### src/rtl/mul8x8_unit.sv
module mul8x8_unit #(
  parameter int W = 8
) (
  input  logic         clk,
  input  logic         rst,
  input  logic         start,
  input  logic [W-1:0] op_a,
  input  logic [W-1:0] op_b,
  input  logic [1:0]   sign_mode,
  input  logic         frac_en,
  output logic [W-1:0] res_hi,
  output logic [W-1:0] res_lo,
  output logic         flag_z,
  output logic         flag_c,
  output logic         res_vld,
  output logic         busy
);
  localparam int PW = 2 * W;

  logic [W-1:0]        a_q, b_q;
  logic [1:0]          sm_q;
  logic                frac_q;
  logic signed [W:0]   ax, bx;
  logic signed [PW+1:0] full;
  logic [PW-1:0]       raw, shaped;

  assign ax     = {((sm_q == 2'b01) || (sm_q == 2'b10)) & a_q[W-1], a_q};
  assign bx     = {(sm_q == 2'b01) & b_q[W-1], b_q};
  assign full   = ax * bx;
  assign raw    = full[PW-1:0];
  assign shaped = frac_q ? {raw[PW-2:0], 1'b0} : raw;

  always_ff @(posedge clk) begin
    if (rst) begin
      a_q     <= '0;
      b_q     <= '0;
      sm_q    <= '0;
      frac_q  <= 1'b0;
      busy    <= 1'b0;
      res_vld <= 1'b0;
      res_hi  <= '0;
      res_lo  <= '0;
      flag_z  <= 1'b0;
      flag_c  <= 1'b0;
    end else begin
      res_vld <= 1'b0;
      if (busy) begin
        busy    <= 1'b0;
        res_vld <= 1'b1;
        {res_hi, res_lo} <= shaped;
        flag_c  <= raw[PW-1];
        flag_z  <= (shaped == '0);
      end else if (start) begin
        a_q    <= op_a;
        b_q    <= op_b;
        sm_q   <= sign_mode;
        frac_q <= frac_en;
        busy   <= 1'b1;
      end
    end
  end


  idle_start_chk: assert property (@(posedge clk) disable iff (rst)
    (start && !busy) |=> busy);

  busy_to_vld_chk: assert property (@(posedge clk) disable iff (rst)
    busy |=> (res_vld && !busy));

  vld_pulse_chk: assert property (@(posedge clk) disable iff (rst)
    res_vld |=> !res_vld);

  vld_source_chk: assert property (@(posedge clk) disable iff (rst)
    res_vld |-> $past(busy));

  hold_chk: assert property (@(posedge clk) disable iff (rst)
    !res_vld |-> ($stable(res_hi) && $stable(res_lo) && $stable(flag_z) && $stable(flag_c)));

  frac_lsb_chk: assert property (@(posedge clk) disable iff (rst)
    (res_vld && frac_q) |-> (res_lo[0] == 1'b0));

  zero_flag_chk: assert property (@(posedge clk) disable iff (rst)
    res_vld |-> (flag_z == ({res_hi, res_lo} == '0)));
endmodule

### config.mk
export PLATFORM = sky130hd
export DESIGN_NAME = mul8x8_unit
export DESIGN_NICKNAME = d
export VERILOG_FILES = /design/src/rtl/mul8x8_unit.sv
export SDC_FILE = /design/constraint.sdc
export NUM_CORES = 1
export LEC_CHECK = 0
export ABC_AREA = 0
export BUFFER_PORTS_ARGS = -buffer_cell sky130_fd_sc_hd__buf_2
export CORE_MARGIN = 2
export CORE_UTILIZATION = 45
export DETAILED_ROUTE_END_ITERATION = 10
export SYNTH_ARGS = -nofsm -noshare
export SYNTH_HDL_FRONTEND = slang
export SYNTH_SLANG_ARGS = --single-unit
### constraint.sdc
create_clock -name clk -period 12.1 [get_ports clk]
set_input_delay 2.42 -clock clk [delete_from_list [all_inputs] [get_ports clk]]
set_output_delay 2.42 -clock clk [all_outputs]
set_load 0.05 [all_outputs]
==> summary.md, run 1 <==
| Metric | Value |
|---|---|
| Fin. Hold Viols | `0` |
| Row count | `35` |
| Total track usage | `20.68%` |
| Hold Crit Start | `sm_q[1]` |
| Sw Share | `32.78%` |
| EDFF count, synth | `0` |
| Reg2reg start | `b_q[7]` |
| Worst hold path depth | `2` |
| CP peak stage delay | `0.55 ns` |
| # DRC | `0` |
| Final instance area | `4748 sq um` |
| Initial antenna violation count | `0` |
| Cells along the critical path | `nand2_1 -> or2_2 -> fa_1 -> fa_1 -> inv_1 -> fa_1 -> fa_1 -> inv_1 -> fa_1 -> inv_1 -> ha_1 -> nand2_2 -> o2111a_1 -> or3_4 -> nor4_2 -> nand4b_1 -> o21ai_2` |
| Critical path class | `flop to flop` |
| Gpl congestion | `0.8356` |
| Num ports | `42` |
| Setup slack after layout | `around 6.4 ns` |
| Clk buf depth | `2` |
| DP Worst Slack | `6.474 ns` |
| Slew margin rel. | `22.57%` |
| Clk Latency, worst-skew pair | `0.29 ns` |
| Pwr dens | `about 73 nW/um^2` |
| Clock Pin Slew Worst Setup and Hold Paths | `0.08 ns` |
| Per-cell routed wire length | `14.67 um` |
| CTS tree | `done` |
| Logic pwr share | `23.8%` |
| Antenna cells | `0` |
| Mapped cell area | `4359 sq um` |
| Avg Synthesized Cell Area | `about 8.6 sq um` |
| Number of CTS-inserted buffers | `5` |
| 1st-pass router iterations | `4` |
| First-pass GRT wire length | `16850 um` |
| Reg area | `780.7 sq um` |
| Vias in the first global route | `3473` |
| Max-slew violations | `0` |
| Nets | `649` |
| Routed Antenna Nets | `0` |
| Core Region | `9328 sq um` |
| Most frequent cells in the layout | `inv_1, nand2_1, fa_1, buf_2, dfxtp_1` |
| Placed cells | `652` |
| Buffers on Ports | `41` |
| Critical path peak fanout | `11` |
| Ys flop type | `dfxtp_1` |
| Internal power | `0.2344 mW` |
| Fin crit period | `5.671 ns` |
| Worst EP required | `12.33 ns` |
| CTS Hold Bufs | `0` |
| Sequential group share of total power | `between 40% and 50%` |
| Initial core utilization | `46.73%` |
| Clk pwr share | `33.1%` |
| HP Class | `flop to flop` |
| Post-CTS Repair Setup Buffers | `0` |
| Ys async rst share | `0%` |
| DP Area | `roughly 4600 sq um` |
| Ratio of cells with drive above 1 in the final layout | `11.68%` |
| Worst R2R End | `flag_z` |
| Setup total negative slack | `0 ns` |
| Die area | `10490 sq um` |
| Commonest non-fill, non-tap cell in the layout | `inv_1` |
| FMAX | `0.1763 GHz` |
| Multi-input logic area | `3149 sq um` |
| # setup viols final | `0` |
| Crit-path most repeated cell | `fa_1` |
| Largest net degree at the start of global routing | `40` |
| Final design utilization | `approximately 51%` |
| Total gr overflow | `0` |
| Dpl hpwl | `7625 um` |
| Post-synthesis register bit count | `39` |
| Setup crit end kind | `flop` |
| Die Ht | `between 100 and 150 um` |
| Register area share after synthesis | `17.91%` |
| Synth unique cells | `47` |
| Total of max-cap violations | `0` |
| Leakage | `about 2.4 nW` |
| Syn Nets | `between 600 and 700` |
| Total Power Consumption | `0.3487 mW` |
| Root Driver | `clkbuf_8` |
| Worst-case clock skew | `roughly 0.011 ns` |
| Crit path launch type | `flop` |
| Hold EP | `sm_q[1]` |
| DR vias/cell | `5.086` |
| Slew @ Worst Pin | `between 1 and 1.5 ns` |
| WP data arrival | `5.90 ns` |
| Filler instances | `926` |
| Worst VDD drop | `approximately 0.066 mV` |
| CTS H-tree lvls | `2` |
| Status | `finished clean` |
| Clock Sinks | `39` |
| Synth-to-layout area growth | `8.926%` |
| Reg2reg path depth | `17` |
| Hold_ws | `0.4642 ns` |
| # resized after CTS | `0` |
| Net Sw Power | `0.1143 mW` |
| Total wire length | `just under 10000 um` |
| Via count | `3357` |
| Reg2reg setup slack | `roughly 6.4 ns` |
| Critical path's slowest cell | `dfxtp_1` |
| RSZ-0062 raised after global routing | `false` |
| Die W | `102.4 um` |
| Mapped Cells | `around 510` |
| Yosys warnings | `0` |
| 1st-iter DRT viols | `167` |
| Final std cells w/o fill | `660` |
| Tcrit/Tclk final | `around 47%` |
-- cells in the mapped netlist (all sizes together), types with 4 or more instances --
library cell	n	area (sq um)
inv	85	319.1
a21oi	29	152.7
and2	36	225.2
a211oi	10	75.07
dfxtp	39	780.8
xor2	4	35.03
o211ai	4	30.03
o21ai	4	23.77
a21o	4	32.53
mux2i	11	110.1
xnor2	11	96.34
fa	63	1261
nand2	85	321.6
nor2	24	90.09
clkbuf	25	93.84
ha	34	425.4
nor3	6	30.03
-- how the worst max path moves through the flow --
| stage | start | end | slack [ns] | cells past startpoint |
|---|---|---|---|---|
| 3_3_place_gp | sm_q[1] | flag_z | 6.67 | 19 |
| 4_1_cts | b_q[7] | flag_z | 6.45 | 17 |
| 2_1_floorplan | sm_q[1] | flag_z | 6.86 | 19 |
| 6_report | b_q[7] | flag_z | 6.43 | 17 |
| 3_5_place_dp | b_q[7] | flag_z | 6.47 | 17 |
| 5_1_grt | b_q[7] | flag_z | 6.20 | 17 |
-- cells by family after synthesis --
logic type	share of synthesized area, %
AO/OA/AOI/OAI	9.673
XOR/XNOR	3.014
adder cells (fa/ha/maj)	38.69
buffers and inverters	9.845
flip-flops	17.91
multiplexers	2.784
AND/OR/NAND/NOR	18.08
-- flip-flops by register name (all words and copies together), names as in the netlist --
signal,flops
res_lo,8
busy,1
res_hi,8
flag_z,1
frac_q,1
sm_q,2
a_q,8
res_vld,1
b_q,8
flag_c,1
-- power by group through the flow --
stage	Clock (mW)	Sequential [mW]	Combinational (mW)
floorplan	0	0.155	0.0584
global placement	0	0.153	0.0823
detailed placement	0	0.153	0.0838
CTS	0.117	0.150	0.0842
global route	0.123	0.152	0.0937
finish	0.116	0.150	0.0828
-- area by class of cell --
cell class / count / area share, %
clock inverters: 2 / 0.8169
well taps: 129 / 3.399
repair buffers: 42 / 4.480
flip-flops and latches: 39 / 16.44
clock buffers: 6 / 1.739
multi-input cells: 356 / 66.32
inverters: 86 / 6.798
-- metal layers --
layer / vias up / wire length [um] / track usage (%)
li1: 1625 / - / -
met1: 1684 / 4673 / 29.93
met2: 46 / 4733 / 34.54
met3: 2 / 247 / 2.531
met4: 0 / 30 / 2.154
met5: - / 0 / 0
-- critical path, delay by kind of cell, from the launching register on --
kind / cells / cell delay [ns]
buffers and inverters: 3 / 0.14
DFF: 1 / 0.55
adders and majority gates: 6 / 2.86
and+or+nand+nor: 6 / 1.66
AOI/OAI and AO/OA: 2 / 0.38
Power figures use the tool's default switching activity.
==> run 2: changes to the inputs <==
--- a/config.mk
+++ b/config.mk
@@ -10,6 +10,7 @@
 export CORE_MARGIN = 2
 export CORE_UTILIZATION = 45
 export DETAILED_ROUTE_END_ITERATION = 10
+export PLACE_DENSITY = 0.66
 export SYNTH_ARGS = -nofsm -noshare
 export SYNTH_HDL_FRONTEND = slang
 export SYNTH_SLANG_ARGS = --single-unit
==> constraint.sdc (replaced) <==
create_clock -name clk -period 5.1 [get_ports clk]
set_input_delay 1.02 -clock clk [delete_from_list [all_inputs] [get_ports clk]]
set_output_delay 1.02 -clock clk [all_outputs]
set_load 0.05 [all_outputs]
==> summary.md, run 2 (synthesis gave the netlist of run 1 again) <==
| Metric | Value |
|---|---|
| Worst EP required | `roughly 5.3 ns` |
| Buffers on Ports | `41` |
| Via count | `3526` |
| Clk Latency, worst-skew pair | `0.30 ns` |
| Total gr overflow | `0` |
| Most frequent cells in the layout | `nand2_1, inv_1, fa_1, buf_2, dfxtp_1` |
| Clk buf depth | `2` |
| Final design utilization | `56.63%` |
| Tcrit/Tclk final | `99.02%` |
| Commonest non-fill, non-tap cell in the layout | `nand2_1` |
| Total wire length | `10400 um` |
| Clock Pin Slew Worst Setup and Hold Paths | `0.08 ns` |
| CTS H-tree lvls | `2` |
| Die area | `10490 sq um` |
| Synth-to-layout area growth | `21.18%` |
| Max-slew violations | `0` |
| Hold_ws | `0.4728 ns` |
| Row count | `35` |
| DP Area | `4838 sq um` |
| 1st-pass router iterations | `4` |
| Antenna cells | `0` |
| Final instance area | `5283 sq um` |
| Num ports | `42` |
| 1st-iter DRT viols | `97` |
| Nets | `681` |
| Clock Sinks | `39` |
| FMAX | `0.1980 GHz` |
| Root Driver | `clkbuf_8` |
| Setup total negative slack | `0 ns` |
| Largest net degree at the start of global routing | `40` |
| Dpl hpwl | `8027 um` |
| Initial core utilization | `a little under half` |
| Die W | `102.4 um` |
| # setup viols final | `0` |
| Crit-path most repeated cell | `fa_1` |
| Worst-case clock skew | `0.006139 ns` |
| Critical path peak fanout | `4` |
| Cells along the critical path | `inv_2 -> ha_4 -> and2b_2 -> nand2_4 -> fa_1 -> inv_1 -> fa_1 -> fa_1 -> fa_1 -> inv_1 -> fa_1 -> inv_2 -> ha_4 -> buf_6 -> o211ai_1 -> o21ai_2 -> o31ai_2 -> xor2_1 -> a211o_1 -> a21oi_2` |
| Placed cells | `around 680` |
| WP data arrival | `roughly 5.2 ns` |
| CP peak stage delay | `0.50 ns` |
| Fin. Hold Viols | `0` |
| Final std cells w/o fill | `692` |
| Total of max-cap violations | `0` |
| RSZ-0062 raised after global routing | `true` |
| Ratio of cells with drive above 1 in the final layout | `24.16%` |
| Slew @ Worst Pin | `1.145 ns` |
| Per-cell routed wire length | `15.02 um` |
| Number of CTS-inserted buffers | `5` |
| Critical path's slowest cell | `fa_1` |
| Crit path launch type | `flop` |
| Leakage | `2.587 nW` |
| Status | `finished clean` |
| # DRC | `0` |
| CTS tree | `done` |
| Gpl congestion | `0.9295` |
| Setup crit end kind | `flop` |
| Fin crit period | `5.050 ns` |
| Routed Antenna Nets | `0` |
| Slew margin rel. | `23.51%` |
| Critical path class | `flop to flop` |
| Initial antenna violation count | `0` |
| Total track usage | `20.10%` |
| Pwr dens | `167.2 nW/um^2` |
| Core Region | `approximately 9300 sq um` |
| DR vias/cell | `5.095` |
| Worst VDD drop | `0.1412 mV` |
| HP Class | `flop to flop` |
| Die Ht | `~100 um` |
| Vias in the first global route | `3499` |
| First-pass GRT wire length | `approximately 17000 um` |
## run 2: cell types whose count changed in the layout (fill, tap and decap cells not counted), sizes merged
cell  before  now
buf       42   74
## run 2: stage by stage
step                      power (mW)  setup slack (ns)
after floorplan               0.5075            0.1007
after global placement        0.5736          -0.01734
after detailed placement      0.5797           -0.1146
after CTS                     0.8651          -0.06390
after global routing          0.9308           -0.2005
final                         0.8833           0.05016
## run 2: power breakdown
group / internal, mW / switching (mW) / total (mW)
Sequential: 0.322 / 0.0239 / 0.346
Clock: 0.161 / 0.118 / 0.279
Combinational: 0.105 / 0.153 / 0.258
Total: 0.588 / 0.296 / 0.883
## run 2: worst paths after layout
| path | slack, ns | end | from | cells after the start |
|---|---|---|---|---|
| worst max register to register | 0.05 | res_hi[5] | sm_q[1] | 20 |
| worst min register to register | 0.47 | res_lo[0] | res_lo[0] | 2 |
| worst max-delay path | 0.05 | res_hi[5] | sm_q[1] | 20 |
| worst min-delay path | 0.47 | res_lo[0] | res_lo[0] | 2 |
## run 2: final cells by class
class / count / area, sq um
multi-input combinational: 356 / 3425
timing repair buffer: 74 / 467.9
fill: 811 / 4045
tap: 129 / 161.4
sequential: 39 / 784.5
inverter: 86 / 322.8
clock inverter: 2 / 38.79
clock buffer: 6 / 82.58
## run 2: routing by layer
metal	track usage (%)	vias up	share of wire, %
met3	2.599	20	4.6
met5	0	-	0
met1	28.11	1737	43
li1	-	1687	-
met2	33.43	82	50
met4	4.513	0	2.5
## run 2: what timing repair did
action / in CTS / in global routing
endpoints found under the setup margin: 6 / 10
gates cloned: 0 / 0
pin swaps: 15 / 41
hold buffers: 0 / 0
setup buffers: 1 / 6
gates resized for setup: 10 / 43
## run 2: critical path: cells and delay by family, from the launching register on
family	cells	cell delay [ns]
simple gates	2	0.35
xor+xnor	1	0.27
buf+inv	5	0.30
flops	1	0.34
compound gates	5	0.79
fa+ha+maj	7	2.85
==> run 3: changes to the inputs <==
--- a/config.mk
+++ b/config.mk
@@ -8,9 +8,10 @@
 export ABC_AREA = 0
 export BUFFER_PORTS_ARGS = -buffer_cell sky130_fd_sc_hd__buf_2
 export CORE_MARGIN = 2
-export CORE_UTILIZATION = 45
+export CORE_UTILIZATION = 50
 export DETAILED_ROUTE_END_ITERATION = 10
-export PLACE_DENSITY = 0.66
+export PLACE_DENSITY = 0.72
 export SYNTH_ARGS = -nofsm -noshare
 export SYNTH_HDL_FRONTEND = slang
 export SYNTH_SLANG_ARGS = --single-unit
+export TNS_END_PERCENT = 20
==> summary.md, run 3 (synthesis gave the netlist of run 1 again) <==
| Metric | Value |
|---|---|
| Total gr overflow | `0` |
| Number of CTS-inserted buffers | `5` |
| Final instance area | `approximately 5200 sq um` |
| Row count | `34` |
| Logic pwr share | `31.2%` |
| Worst-case clock skew | `0.008595 ns` |
| Num ports | `42` |
| Crit-path most repeated cell | `fa_1` |
| # setup viols final | `1` |
| Leakage | `2.555 nW` |
| Critical path class | `flop to flop` |
| Reg2reg path depth | `20` |
| Worst EP required | `5.25 ns` |
| Ratio of cells with drive above 1 in the final layout | `22.94%` |
| Pwr dens | `approximately 160 nW/um^2` |
| Critical path's slowest cell | `fa_1` |
| WP data arrival | `5.26 ns` |
| Net Sw Power | `0.2913 mW` |
| Tcrit/Tclk final | `100.2%` |
| FMAX | `around 0.20 GHz` |
| Setup crit end kind | `flop` |
| Critical path peak fanout | `5` |
| Slew margin rel. | `27.22%` |
| Clock Sinks | `39` |
| Slew @ Worst Pin | `1.089 ns` |
| Final std cells w/o fill | `666` |
| Gpl congestion | `0.8991` |
| Clock Pin Slew Worst Setup and Hold Paths | `around 0.07 ns` |
| 1st-iter DRT viols | `approximately 260` |
| CTS tree | `done` |
| Failing checks | `setup timing` |
| Most frequent cells in the layout | `nand2_1, inv_1, fa_1, buf_2, dfxtp_1` |
| Initial antenna violation count | `0` |
| Status | `finished with violations` |
| Setup total negative slack | `-0.008522 ns` |
| RSZ-0062 raised after global routing | `true` |
| Die area | `9481 sq um` |
| Total of max-cap violations | `0` |
| Crit path launch type | `flop` |
| Routed Antenna Nets | `0` |
| Buffers on Ports | `41` |
| Via count | `3545` |
| HP Class | `flop to flop` |
| DP Area | `4782 sq um` |
| DR vias/cell | `about 5.3` |
| Commonest non-fill, non-tap cell in the layout | `nand2_1` |
| Worst hold path depth | `2` |
| Setup slack after layout | `-0.008522 ns` |
| Largest net degree at the start of global routing | `40` |
| Clk Latency, worst-skew pair | `0.30 ns` |
| Initial core utilization | `50.73%` |
| Dpl hpwl | `7799 um` |
| CP peak stage delay | `0.63 ns` |
| Cells along the critical path | `inv_2 -> ha_4 -> and2b_2 -> buf_6 -> nand2_1 -> fa_1 -> buf_4 -> fa_1 -> inv_1 -> fa_1 -> fa_1 -> ha_4 -> ha_4 -> or2b_1 -> o221ai_2 -> or3_4 -> buf_4 -> nand2_1 -> o211a_1 -> nor3_1` |
| Hold_ws | `0.4644 ns` |
| Sequential group share of total power | `approximately 43%` |
| Antenna cells | `0` |
| Total track usage | `21.52%` |
| Clk pwr share | `25.7%` |
| Synth-to-layout area growth | `18.63%` |
| Vias in the first global route | `around 3.5k` |
| Die Ht | `between 90 and 100 um` |
| CTS H-tree lvls | `2` |
| Root Driver | `clkbuf_8` |
| Final design utilization | `60.18%` |
| Filler instances | `746` |
| Total wire length | `10130 um` |
| Worst VDD drop | `0.1722 mV` |
| Max-slew violations | `0` |
| Placed cells | `653` |
| Total Power Consumption | `between 0.8 and 0.9 mW` |
| First-pass GRT wire length | `16660 um` |
| Fin. Hold Viols | `0` |
| Clk buf depth | `2` |
| Fin crit period | `5.109 ns` |
| Nets | `slightly below 700` |
| Core Region | `8593 sq um` |
| DP Worst Slack | `-0.1101 ns` |
| # DRC | `0` |
| Internal power | `0.5181 mW` |
| Die W | `approximately 97 um` |
| 1st-pass router iterations | `5` |
| Per-cell routed wire length | `15.21 um` |
| Sw Share | `35.99%` |
## run 3: area by class of cell
class / instances / area, sq um / share of cell area, %
clock buffer: 5 / 68.82 / 1.331
clock inverter: 2 / 13.76 / 0.2662
inverter: 86 / 325.3 / 6.291
multi-input combinational: 356 / 3412 / 65.98
sequential: 39 / 785.8 / 15.19
tap: 108 / 135.1 / 2.613
timing repair buffer: 70 / 430.4 / 8.323
## run 3: path summary, 6_finish.rpt
path | end | from | slack, ns
worst max-delay path | res_hi[4] | sm_q[1] | -0.009
worst max register to register | res_hi[4] | sm_q[1] | -0.009
worst min register to register | res_hi[0] | res_hi[0] | 0.46
worst min-delay path | res_hi[0] | res_hi[0] | 0.46
## run 3: critical path, delay by kind of cell, from the launching register on
family | cells | cell delay, ns
compound gates | 2 | 0.26
fa+ha+maj | 7 | 2.82
buf+inv | 5 | 0.52
flops | 1 | 0.33
simple gates | 6 | 1.02
## run 3: timing repair
action | CTS | global route
pin swaps | 20 | 31
endpoints found under the setup margin | 7 | 8
resized for setup | 21 | 30
setup buffers | 4 | 2
hold buffers | 0 | 0
## run 3: per-layer routing
| metal | up-vias | wire length, um | track usage, % |
|---|---|---|---|
| li1 | 1684 | - | - |
| met1 | 1747 | 4479 | 30.01 |
| met2 | 96 | 4846 | 35.07 |
| met3 | 18 | 570 | 3.885 |
| met4 | 0 | 230 | 5.128 |
| met5 | - | 0 | 0 |
## run 3: power by group through the flow
stage	combinational (mW)	sequential, mW	clock [mW]
2_1_floorplan	0.141	0.367	0
3_3_place_gp	0.217	0.354	0
5_1_grt	0.278	0.351	0.217
3_5_place_dp	0.222	0.355	0
4_1_cts	0.236	0.348	0.205
6_report	0.253	0.349	0.208
